--- config.mk ---
export PLATFORM = sky130hd
export DESIGN_NAME = asi_mmu_regfile
export DESIGN_NICKNAME = d
export VERILOG_FILES = /design/src/rtl/asi_mmu_pkg.sv /design/src/rtl/asi_mmu_decode.sv /design/src/rtl/asi_mmu_ctl_regs.sv /design/src/rtl/asi_scratch_bank.sv /design/src/rtl/asi_mmu_regfile.sv
export SDC_FILE = /design/constraint.sdc
export NUM_CORES = 2
export LEC_CHECK = 0
export ABC_AREA = 0
export CORE_ASPECT_RATIO = 2
export CORE_UTILIZATION = 50
export CTS_BUF_LIST = sky130_fd_sc_hd__clkbuf_4
export DETAILED_ROUTE_END_ITERATION = 10
export DONT_BUFFER_PORTS = 1
export PLACE_DENSITY = 0.69
export SLEW_MARGIN = 20
export SYNTH_ARGS = -nofsm -noshare
export SYNTH_HDL_FRONTEND = slang
export SYNTH_SLANG_ARGS = --single-unit
--- constraint.sdc ---
create_clock -name clk -period 6.2 [get_ports clk]
set_clock_uncertainty 0.15 [all_clocks]
set_input_delay 0.31 -clock clk [delete_from_list [all_inputs] [get_ports clk]]
set_output_delay 0.31 -clock clk [all_outputs]
set_load 0.02 [all_outputs]
--- src/rtl/asi_mmu_pkg.sv ---
package asi_mmu_pkg;

    localparam int TSB_N  = 4;
    localparam int CFG_N  = 2;
    localparam int SCR_N  = 8;
    localparam int IDX_W  = 3;

    localparam logic [7:0] ASI_SCR_SUP = 8'h20;
    localparam logic [7:0] ASI_CTX     = 8'h21;
    localparam logic [7:0] ASI_SCR_HYP = 8'h4F;
    localparam logic [7:0] ASI_HYP_LO  = 8'h30;
    localparam logic [7:0] ASI_USER_LO = 8'h80;

    typedef enum logic [2:0] {
        TGT_NONE,
        TGT_TSB_D,
        TGT_TSB_I,
        TGT_CFG_D,
        TGT_CFG_I,
        TGT_CTX,
        TGT_SCR
    } tgt_e;

    typedef enum logic [2:0] {
        FLT_NONE,
        FLT_PRIV,
        FLT_ALIGN,
        FLT_ILLEGAL,
        FLT_UNASSIGNED
    } fault_e;

    typedef struct packed {
        tgt_e             tgt;
        logic [IDX_W-1:0] idx;
        fault_e           fault;
    } dec_t;

    function automatic logic priv_fault(input logic [7:0] asi,
                                        input logic sup,
                                        input logic hyp,
                                        input logic hyp_present);
        return (asi < ASI_USER_LO) && !hyp &&
               (!sup || ((asi >= ASI_HYP_LO) && hyp_present));
    endfunction

    function automatic logic misaligned(input logic [2:0] low,
                                        input logic [1:0] size);
        logic [3:0] span;
        span = (4'd1 << size) - 4'd1;
        return |(low & span[2:0]);
    endfunction

endpackage

--- src/rtl/asi_mmu_decode.sv ---
module asi_mmu_decode
    import asi_mmu_pkg::*;
#(
    parameter int ADDR_W = 16
) (
    input  logic              clk,
    input  logic              rst,
    input  logic              req_valid,
    input  logic [7:0]        asi,
    input  logic [ADDR_W-1:0] addr,
    input  logic [1:0]        size,
    input  logic              sup,
    input  logic              hyp,
    input  logic              hyp_avail,
    output dec_t              dec
);

    localparam logic [ADDR_W-1:0] HOLE_LO = ADDR_W'(32);
    localparam logic [ADDR_W-1:0] HOLE_HI = ADDR_W'(48);

    tgt_e             tgt;
    logic [IDX_W-1:0] idx;
    logic             hyp_only;
    logic             unasg;

    always_comb begin
        tgt      = TGT_NONE;
        idx      = '0;
        hyp_only = 1'b0;
        unasg    = 1'b0;
        case (asi)
            8'h31, 8'h32, 8'h39, 8'h3A: begin
                tgt      = TGT_TSB_D;
                idx      = {1'b0, asi[3], asi[1]};
                hyp_only = 1'b1;
            end
            8'h35, 8'h36, 8'h3D, 8'h3E: begin
                tgt      = TGT_TSB_I;
                idx      = {1'b0, asi[3], asi[1]};
                hyp_only = 1'b1;
            end
            8'h33, 8'h3B: begin
                tgt      = TGT_CFG_D;
                idx      = {2'b00, asi[3]};
                hyp_only = 1'b1;
            end
            8'h37, 8'h3F: begin
                tgt      = TGT_CFG_I;
                idx      = {2'b00, asi[3]};
                hyp_only = 1'b1;
            end
            ASI_CTX: begin
                case (addr[4:3])
                    2'd1: begin tgt = TGT_CTX; idx = 3'd0; end
                    2'd2: begin tgt = TGT_CTX; idx = 3'd1; end
                    default: unasg = 1'b1;
                endcase
            end
            ASI_SCR_SUP: begin
                if (addr >= HOLE_LO && addr < HOLE_HI) begin
                    unasg = 1'b1;
                end else begin
                    tgt = TGT_SCR;
                    idx = addr[5:3];
                end
            end
            ASI_SCR_HYP: begin
                tgt = TGT_SCR;
                idx = addr[5:3];
            end
            default: unasg = 1'b1;
        endcase
    end

    always_comb begin
        dec.tgt = tgt;
        dec.idx = idx;
        if (priv_fault(asi, sup, hyp, hyp_avail))
            dec.fault = FLT_PRIV;
        else if (misaligned(addr[2:0], size))
            dec.fault = FLT_ALIGN;
        else if (hyp_only && !hyp_avail)
            dec.fault = FLT_ILLEGAL;
        else if (unasg)
            dec.fault = FLT_UNASSIGNED;
        else
            dec.fault = FLT_NONE;
    end

    // user-range ASIs never take the privilege trap
    a_r1_user_asi_unprivileged: assert property (@(posedge clk) disable iff (rst)
        (req_valid && asi[7]) |-> (dec.fault != FLT_PRIV));

    // hypervisor mode clears any privilege fault
    a_r2_hyp_mode_passes: assert property (@(posedge clk) disable iff (rst)
        (req_valid && hyp) |-> (dec.fault != FLT_PRIV));

    // illegal trap only without hypervisor support
    a_r5_illegal_needs_absent: assert property (@(posedge clk) disable iff (rst)
        (req_valid && dec.fault == FLT_ILLEGAL) |-> !hyp_avail);

endmodule

--- src/rtl/asi_mmu_ctl_regs.sv ---
module asi_mmu_ctl_regs
    import asi_mmu_pkg::*;
#(
    parameter int DATA_W = 64,
    parameter int CTX_W  = 13
) (
    input  logic              clk,
    input  logic              rst,
    input  logic              wr_en,
    input  tgt_e              tgt,
    input  logic [IDX_W-1:0]  idx,
    input  logic [DATA_W-1:0] wdata,
    output logic [DATA_W-1:0] rd_data,
    output logic [CTX_W-1:0]  d_pri,
    output logic [CTX_W-1:0]  d_sec,
    output logic [CTX_W-1:0]  i_pri,
    output logic [CTX_W-1:0]  i_sec,
    output logic              flush_pri,
    output logic              flush_sec
);

    logic [DATA_W-1:0] tsb_d_q [TSB_N];
    logic [DATA_W-1:0] tsb_i_q [TSB_N];
    logic [DATA_W-1:0] cfg_d_q [CFG_N];
    logic [DATA_W-1:0] cfg_i_q [CFG_N];

    for (genvar g = 0; g < TSB_N; g++) begin : g_tsb
        always_ff @(posedge clk) begin
            if (rst) begin
                tsb_d_q[g] <= '0;
                tsb_i_q[g] <= '0;
            end else if (wr_en && idx == IDX_W'(g)) begin
                if (tgt == TGT_TSB_D) tsb_d_q[g] <= wdata;
                if (tgt == TGT_TSB_I) tsb_i_q[g] <= wdata;
            end
        end
    end

    for (genvar g = 0; g < CFG_N; g++) begin : g_cfg
        always_ff @(posedge clk) begin
            if (rst) begin
                cfg_d_q[g] <= '0;
                cfg_i_q[g] <= '0;
            end else if (wr_en && idx == IDX_W'(g)) begin
                if (tgt == TGT_CFG_D) cfg_d_q[g] <= wdata;
                if (tgt == TGT_CFG_I) cfg_i_q[g] <= wdata;
            end
        end
    end

    logic ctx_wr_pri;
    logic ctx_wr_sec;
    assign ctx_wr_pri = wr_en && tgt == TGT_CTX && idx == 3'd0;
    assign ctx_wr_sec = wr_en && tgt == TGT_CTX && idx == 3'd1;

    always_ff @(posedge clk) begin
        if (rst) begin
            d_pri     <= '0;
            d_sec     <= '0;
            i_pri     <= '0;
            i_sec     <= '0;
            flush_pri <= 1'b0;
            flush_sec <= 1'b0;
        end else begin
            flush_pri <= ctx_wr_pri;
            flush_sec <= ctx_wr_sec;
            if (ctx_wr_pri) begin
                d_pri <= wdata[CTX_W-1:0];
                i_pri <= wdata[CTX_W-1:0];
            end
            if (ctx_wr_sec) begin
                d_sec <= wdata[CTX_W-1:0];
                i_sec <= wdata[CTX_W-1:0];
            end
        end
    end

    always_comb begin
        case (tgt)
            TGT_TSB_D: rd_data = tsb_d_q[idx[1:0]];
            TGT_TSB_I: rd_data = tsb_i_q[idx[1:0]];
            TGT_CFG_D: rd_data = cfg_d_q[idx[0]];
            TGT_CFG_I: rd_data = cfg_i_q[idx[0]];
            TGT_CTX:   rd_data = DATA_W'(idx[0] ? d_sec : d_pri);
            default:   rd_data = '0;
        endcase
    end

    // one class flushed at a time
    a_r9_flush_exclusive: assert property (@(posedge clk) disable iff (rst)
        !(flush_pri && flush_sec));

    // both MMU copies agree when a flush is signalled
    a_r9_copies_agree: assert property (@(posedge clk) disable iff (rst)
        (flush_pri |-> d_pri == i_pri) and (flush_sec |-> d_sec == i_sec));

endmodule

--- src/rtl/asi_scratch_bank.sv ---
module asi_scratch_bank
    import asi_mmu_pkg::*;
#(
    parameter int DATA_W = 64
) (
    input  logic              clk,
    input  logic              rst,
    input  logic              wr_en,
    input  logic [IDX_W-1:0]  idx,
    input  logic [DATA_W-1:0] wdata,
    output logic [DATA_W-1:0] rd_data
);

    logic [DATA_W-1:0] slot_q [SCR_N];

    for (genvar g = 0; g < SCR_N; g++) begin : g_slot
        always_ff @(posedge clk) begin
            if (rst)
                slot_q[g] <= '0;
            else if (wr_en && idx == IDX_W'(g))
                slot_q[g] <= wdata;
        end
    end

    assign rd_data = slot_q[idx];

endmodule

--- src/rtl/asi_mmu_regfile.sv ---
module asi_mmu_regfile
    import asi_mmu_pkg::*;
#(
    parameter int ADDR_W = 16,
    parameter int DATA_W = 64,
    parameter int CTX_W  = 13
) (
    input  logic              clk,
    input  logic              rst,
    input  logic              req_valid,
    input  logic              req_write,
    input  logic [7:0]        req_asi,
    input  logic [ADDR_W-1:0] req_addr,
    input  logic [1:0]        req_size,
    input  logic [DATA_W-1:0] req_wdata,
    input  logic              mode_sup,
    input  logic              mode_hyp,
    input  logic              hyp_avail,
    output logic              rsp_valid,
    output logic [DATA_W-1:0] rsp_rdata,
    output logic              trap_priv,
    output logic              trap_illegal,
    output logic              err_unassigned,
    output logic              err_align,
    output logic              flush_primary,
    output logic              flush_secondary,
    output logic [CTX_W-1:0]  dmmu_ctx_pri,
    output logic [CTX_W-1:0]  dmmu_ctx_sec,
    output logic [CTX_W-1:0]  immu_ctx_pri,
    output logic [CTX_W-1:0]  immu_ctx_sec
);

    dec_t              dec;
    logic              ok;
    logic              wr_ctl;
    logic              wr_scr;
    logic [DATA_W-1:0] ctl_rd;
    logic [DATA_W-1:0] scr_rd;
    logic [DATA_W-1:0] sel_rd;

    asi_mmu_decode #(.ADDR_W(ADDR_W)) u_decode (
        .clk       (clk),
        .rst       (rst),
        .req_valid (req_valid),
        .asi       (req_asi),
        .addr      (req_addr),
        .size      (req_size),
        .sup       (mode_sup),
        .hyp       (mode_hyp),
        .hyp_avail (hyp_avail),
        .dec       (dec)
    );

    assign ok     = req_valid && dec.fault == FLT_NONE;
    assign wr_ctl = ok && req_write && dec.tgt != TGT_SCR;
    assign wr_scr = ok && req_write && dec.tgt == TGT_SCR;

    asi_mmu_ctl_regs #(.DATA_W(DATA_W), .CTX_W(CTX_W)) u_ctl (
        .clk       (clk),
        .rst       (rst),
        .wr_en     (wr_ctl),
        .tgt       (dec.tgt),
        .idx       (dec.idx),
        .wdata     (req_wdata),
        .rd_data   (ctl_rd),
        .d_pri     (dmmu_ctx_pri),
        .d_sec     (dmmu_ctx_sec),
        .i_pri     (immu_ctx_pri),
        .i_sec     (immu_ctx_sec),
        .flush_pri (flush_primary),
        .flush_sec (flush_secondary)
    );

    asi_scratch_bank #(.DATA_W(DATA_W)) u_scratch (
        .clk     (clk),
        .rst     (rst),
        .wr_en   (wr_scr),
        .idx     (dec.idx),
        .wdata   (req_wdata),
        .rd_data (scr_rd)
    );

    assign sel_rd = (dec.tgt == TGT_SCR) ? scr_rd : ctl_rd;

    always_ff @(posedge clk) begin
        if (rst) begin
            rsp_valid      <= 1'b0;
            rsp_rdata      <= '0;
            trap_priv      <= 1'b0;
            trap_illegal   <= 1'b0;
            err_unassigned <= 1'b0;
            err_align      <= 1'b0;
        end else begin
            rsp_valid      <= req_valid;
            rsp_rdata      <= (ok && !req_write) ? sel_rd : '0;
            trap_priv      <= req_valid && dec.fault == FLT_PRIV;
            trap_illegal   <= req_valid && dec.fault == FLT_ILLEGAL;
            err_unassigned <= req_valid && dec.fault == FLT_UNASSIGNED;
            err_align      <= req_valid && dec.fault == FLT_ALIGN;
        end
    end

    // a faulting request leaves the context identifiers unchanged
    a_r10_fault_no_write: assert property (@(posedge clk) disable iff (rst)
        (req_valid && dec.fault != FLT_NONE) |=>
            ($stable(dmmu_ctx_pri) && $stable(dmmu_ctx_sec) &&
             $stable(immu_ctx_pri) && $stable(immu_ctx_sec)));

    // faulting responses carry zero data
    a_r11_fault_reads_zero: assert property (@(posedge clk) disable iff (rst)
        (trap_priv || trap_illegal || err_unassigned || err_align) |-> rsp_rdata == '0);

    // a response only follows a request
    a_r13_rsp_follows_req: assert property (@(posedge clk) disable iff (rst)
        rsp_valid |-> $past(req_valid));

endmodule

# Word level (Yosys, flattened, before mapping)

Memories as Yosys holds them, arrays and structs flattened.
Index checks and enable logic that the tools add are counted.

Input port bits: 97
Output and inout port bits: 123
Logic and storage cells: 228
Flip-flop bits (word level): 97
Memories kept: 5
RAM bits: 1280

Add/subtract/negate cells: 1
Shift operators: 1
Muxes and demuxes: 103
Bitwise logic cells: 22
Reduce and logical (&&, ||, !) cells: 47
$lt $le $gt $ge: 4
Equality and inequality tests: 35

Memory list:

| memory           | depth | bits a word | rd ports | clocked after memory_dff | write ports | RTL line               | RTL |
|---|---|---|---|---|---|---|---|
| u_scratch.slot_q | 8     | 64          | 1        | 0                        | 8           | asi_scratch_bank.sv:14 | `logic [DATA_W-1:0] slot_q [SCR_N];` |
| u_ctl.tsb_d_q    | 4     | 64          | 1        | 0                        | 4           | asi_mmu_ctl_regs.sv:22 | `logic [DATA_W-1:0] tsb_d_q [TSB_N];` |
| u_ctl.tsb_i_q    | 4     | 64          | 1        | 0                        | 4           | asi_mmu_ctl_regs.sv:23 | `logic [DATA_W-1:0] tsb_i_q [TSB_N];` |
| u_ctl.cfg_d_q    | 2     | 64          | 1        | 0                        | 2           | asi_mmu_ctl_regs.sv:24 | `logic [DATA_W-1:0] cfg_d_q [CFG_N];` |
| u_ctl.cfg_i_q    | 2     | 64          | 1        | 0                        | 2           | asi_mmu_ctl_regs.sv:25 | `logic [DATA_W-1:0] cfg_i_q [CFG_N];` |

Operators by type and width:

| cell                                                                   | count |
|---|---|
| 64-bit two-way mux                                                     | 21 |
| 64-bit case mux with 5 select lines                                    | 1 |
| 8-bit by 6-bit == test with 1-bit output, second input constant        | 14 |
| 1-bit two-way mux                                                      | 70 |
| 1-bit logical AND                                                      | 29 |
| 3-bit == test, second input constant                                   | 8 |
| 3-bit two-way mux                                                      | 7 |
| 3-bit case mux with 7 select lines                                     | 1 |
| 1-bit bitwise OR                                                       | 20 |
| 3-bit by 2-bit == test with 1-bit output, second input constant        | 6 |
| 16-bit by 6-bit >= comparator with 1-bit output, second input constant | 1 |
| 16-bit by 6-bit < comparator with 1-bit output, second input constant  | 1 |
| 3-bit case mux with 5 select lines                                     | 1 |
| 13-bit two-way mux                                                     | 1 |
| 13-bit OR reduction                                                    | 1 |
| 12-bit OR reduction                                                    | 1 |
| 4-bit OR reduction                                                     | 3 |
| 3-bit by 1-bit == test with 1-bit output, second input constant        | 3 |
| 8-bit by 7-bit == test with 1-bit output, second input constant        | 1 |
| 8-bit by 6-bit >= comparator with 1-bit output, second input constant  | 1 |
| 8-bit < comparator, second input constant                              | 1 |
| 2-bit OR reduction                                                     | 4 |
| 8-bit OR reduction                                                     | 1 |
| 3-bit zero test                                                        | 2 |
| other kinds (11)                                                       | 14 |

# Depth between registers and ports, before layout

Depth in word-level cells: 17
Mapped depth: 13
Gate-level depth less buffers: 9

# Hierarchy

Synthesis repeated with hierarchy kept, for this count alone.

Cells, all modules: 4461
Area, all modules: 61926.9 um^2

By module, submodules not included:

| module           | instances | seq. area each (um^2) | cells each | area each (um^2) |
|---|---|---|---|---|
| asi_mmu_ctl_regs | 1         | 23622.7               | 2532       | 35945.7 |
| asi_scratch_bank | 1         | 15374.7               | 1581       | 23198.5 |
| asi_mmu_regfile  | 1         | 1381.3                | 296        | 2428.6 |
| asi_mmu_decode   | 1         | 0.0                   | 52         | 354.1 |

# Worst setup path before layout

OpenSTA, ideal clock, no wires.

Kind: input -> register
From: input port req_asi[2]
To: memory u_ctl.tsb_d_q[3][0] (enable)
Buffers on the path: 1
Data arrival time: 4.806 ns
Required time: 5.551 ns
Setup time: 0.499 ns
Cell stages on the path: 8
Slack: 0.745 ns
Cells stage by stage: buf_2 nor4b_4 nand2_2 o31ai_4 a21oi_4 nor2_2 nand2_1 o21bai_1

RTL lines:

| what               | RTL line               | RTL |
|---|---|---|
| start: declaration | asi_mmu_regfile.sv:12  | `input logic [7:0] req_asi,` |
| end: declaration   | asi_mmu_ctl_regs.sv:22 |  |

==> results.txt <==
Reg2Reg Setup Slack -> 3790 ps
share of the synthesized area in the top cell type -> 63.1%
Total GRT Usage -> 33.1%
routed wire length -> 205 mm
post-route clock period utilization -> 94.3%
wire length of the first global-routing pass -> 292 mm
top cells by area, synth -> edfxtp_1 63%, and2_1 13%, dfxtp_1 3.2%
Mapped Area -> 0.0609 sq mm
RSZ-0062 raised after global routing -> no
number of synthesized flops with an enable pin -> 1280
Setup Fix Bufs, Post-CTS -> 0
GR Overflow Total -> 0
hold_ws -> 89.9 ps
Synth Instances -> 4763
die area -> 0.123 sq mm
CP endpoint kind -> register
library cells used by synthesis -> 74
cell area after placement -> 0.0625 sq mm
ys flop type -> edfxtp_1
number of global-route vias before repair -> 42974
r2r endpoint -> rsp_rdata[30]$_SDFF_PP0_
Warnings, synthesis -> 0
FMAX -> 171 MHz
CTS H-tree depth -> 5
simple-gate share of the synthesized area -> 17.6%
CTS clock-pin slew for the worst setup and hold paths -> 80 ps
sequential element share of the synthesized area -> 66.3%
# port buffers -> 0
worst r2r src -> u_ctl.cfg_i_q[1][30]$_SDFFCE_PN0P_
cts bufs inserted -> 318
Worst VDD drop -> 145 uV
mux contribution to synthesized area -> 3.21%
worst-skew pair later-pin latency -> 1280 ps
final net count -> 4982
Compound-Gate Fraction of Synth Area -> 9.51%
Die Span Y -> 496 microns
vias post-DR -> 42210
#FFs+latches synth -> 1377
initial antenna violation count -> 9
post-route minimum period -> 5850 ps
Slew Viols, Final -> 0
Reg2Reg Depth -> 4
mean number of vias per cell -> 6.33
Detail Route Antenna Nets -> 0
outcome -> completed
First DRT Iteration DRCs -> 5115
Worst Setup SP -> req_asi[1]
CTS root buf -> clkbuf_4
I/O pins -> 220
GP Congestion -> 0.885
Leak -> 0.0242 uW
final instance area -> 0.0681 sq mm
Post-route DRC -> 0
Setup TNS Final -> 0 ps
crit path max fanout -> 51
CP Capture Point -> u_ctl.tsb_d_q[0][25]$_SDFFCE_PN0P_
Hold Crit Class -> in -> reg
Power, Total -> 18700 uW
CTS Buffer Depth -> 4
area of the multi-input gates -> 0.0189 sq mm
sink count of the clock tree -> 1377
asr flop ratio synth -> 0%
CTS tree -> done
Net Count, Synth -> 4861
Die X-Extent -> 249 microns
Crit Path Class -> in -> reg
syn avg cell area -> 12.8 sq um
critical path arrival -> 6810 ps
Synth-to-Final Area Change -> 11.8%
Yosys top cell by area -> edfxtp_1
CP startpoint kind -> primary input
Max-Slew Margin vs Limit -> 20.2%
Max Cap Violations -> 0
dpl hpwl -> 114 mm
setup violators final -> 0
fraction of the mapped netlist area in adder cells -> 0.0205%
WL per Instance -> 30.8 microns
Initial Util -> 50.5%
Worst Path Required -> 7160 ps
Post-Synth XOR/XNOR Area -> 0.0144%
FF/Latch Area -> 0.0404 sq mm
Fillers -> 9587
first-pass iteration count of the detailed router -> 6
worst slew pin tran -> 1190 ps
PwrDens -> 275 mW/mm^2
Final Hold Viols -> 0
largest family of logic cells by synthesized area -> simple AND/OR/NAND/NOR gates
core area -> 0.120 sq mm
largest net degree at the start of global routing -> 133
fraction of layout cells with a size suffix above 1 -> 14.2%
std cell rows -> 180
[flip-flops by register name (all words and copies together) (netlist names), 13 cells and up]
name / count
u_ctl.tsb_d_q: 256
u_ctl.i_sec: 13
u_scratch.slot_q: 512
rsp_rdata: 64
u_ctl.tsb_i_q: 256
u_ctl.cfg_i_q: 128
u_ctl.cfg_d_q: 128
u_ctl.i_pri: 13
[worst min path at each step]
stage	from	end	slack, ps	cells past startpoint
6_report	req_wdata[61]	u_scratch.slot_q[3][61]$_SDFFCE_PN0P_	90	2
5_1_grt	req_wdata[51]	u_ctl.tsb_i_q[3][51]$_SDFFCE_PN0P_	40	2
4_1_cts	req_wdata[18]	u_scratch.slot_q[1][18]$_SDFFCE_PN0P_	0.2	2
3_5_place_dp	rst	u_ctl.i_sec[1]$_SDFFE_PP0P_	240	1
3_3_place_gp	rst	u_ctl.i_sec[1]$_SDFFE_PP0P_	240	1
2_1_floorplan	hyp_avail	trap_illegal$_SDFF_PP0_	240	1
[layer usage]
metal  share of wire (%)  wire length [microns]  vias up  track usage, %
met1                  32                  65700    20773            35.2
met2                  50                 102000     2859            57.1
met3                  10                  20700      884            7.84
met5               0.019                     39        -               0
met4                 8.0                  16500        6            25.0
li1                    -                      -    17688               -
[cell type report]
cell class | count | area share (%)
Antenna cell | 10 | 0.0368
Inverter | 6 | 0.0331
Clock inverter | 83 | 0.596
Timing Repair Buffer | 290 | 4.26
Sequential cell | 1377 | 59.3
Clock buffer | 466 | 5.14
Multi-Input combinational cell | 2891 | 27.8
Tap cell | 1547 | 2.84
[worst max-delay path: stages]
cell	delay, ps
dlygate4sd3_1	520
dlygate4sd3_1	720
nand4_1	180
or4_4	450
dlygate4sd3_1	670
nand3_2	140
nand4_4	170
dlygate4sd3_1	840
nor2_4	400
nand2_1	520
nor3_4	700
buf_12	410
and2_1	180
dlygate4sd3_1	550
[synthesized netlist by cell type (29+ instances only)]
master       n
a21oi_1    205
a221o_1     65
a221oi_1   105
a22o_1      30
and2_1    1284
buf_1       29
buf_2       55
buf_4       33
clkbuf_1   371
dfxtp_1     97
edfxtp_1  1280
mux2i_1    168
nand2_1    416
nand3_1     52
nor2_1      44
o21ai_0    119
o221ai_1    36
o22ai_1     39
[cell usage in the layout (no fill, tap or decap), types with 39 or more instances in the layout]
master,n
and2_1,1284
nand3_1,52
a221o_1,65
edfxtp_1,1280
nand2_1,413
dlygate4sd3_1,153
clkbuf_4,466
clkinv_1,64
o22ai_1,39
o21ai_0,117
a21oi_1,205
a221oi_1,105
dfxtp_1,97
mux2i_1,168
buf_4,112
[cell families after synthesis]
family	Yosys count
AOI/OAI and AO/OA	814
xor gates and xnor gates	1
adders and majority gates	1
buffers and inverters	495
DFF	1377
muxes	192
and+or+nand+nor	1883
[per-stage QoR]
stage	instances	utilization, %	worst slack (ps)
after floorplan	4763	-	745
after global placement	5954	51.9	1650
after detailed placement	5955	51.9	1700
after CTS	6660	56.5	610
after global routing	6669	56.5	324
final	6670	56.5	355
[where the power goes]
part	total (uW)	switching, uW	internal, uW
Clock	7170	3600	3570
Combinational	875	645	231
Sequential	10700	127	10500
[repair_timing]
action / in CTS / in global routing
hold endpoints to repair: 2636 / 0
hold buffers: 156 / 0
gates resized for setup: 0 / 0
No activity file was read; power rests on OpenSTA's default activity.
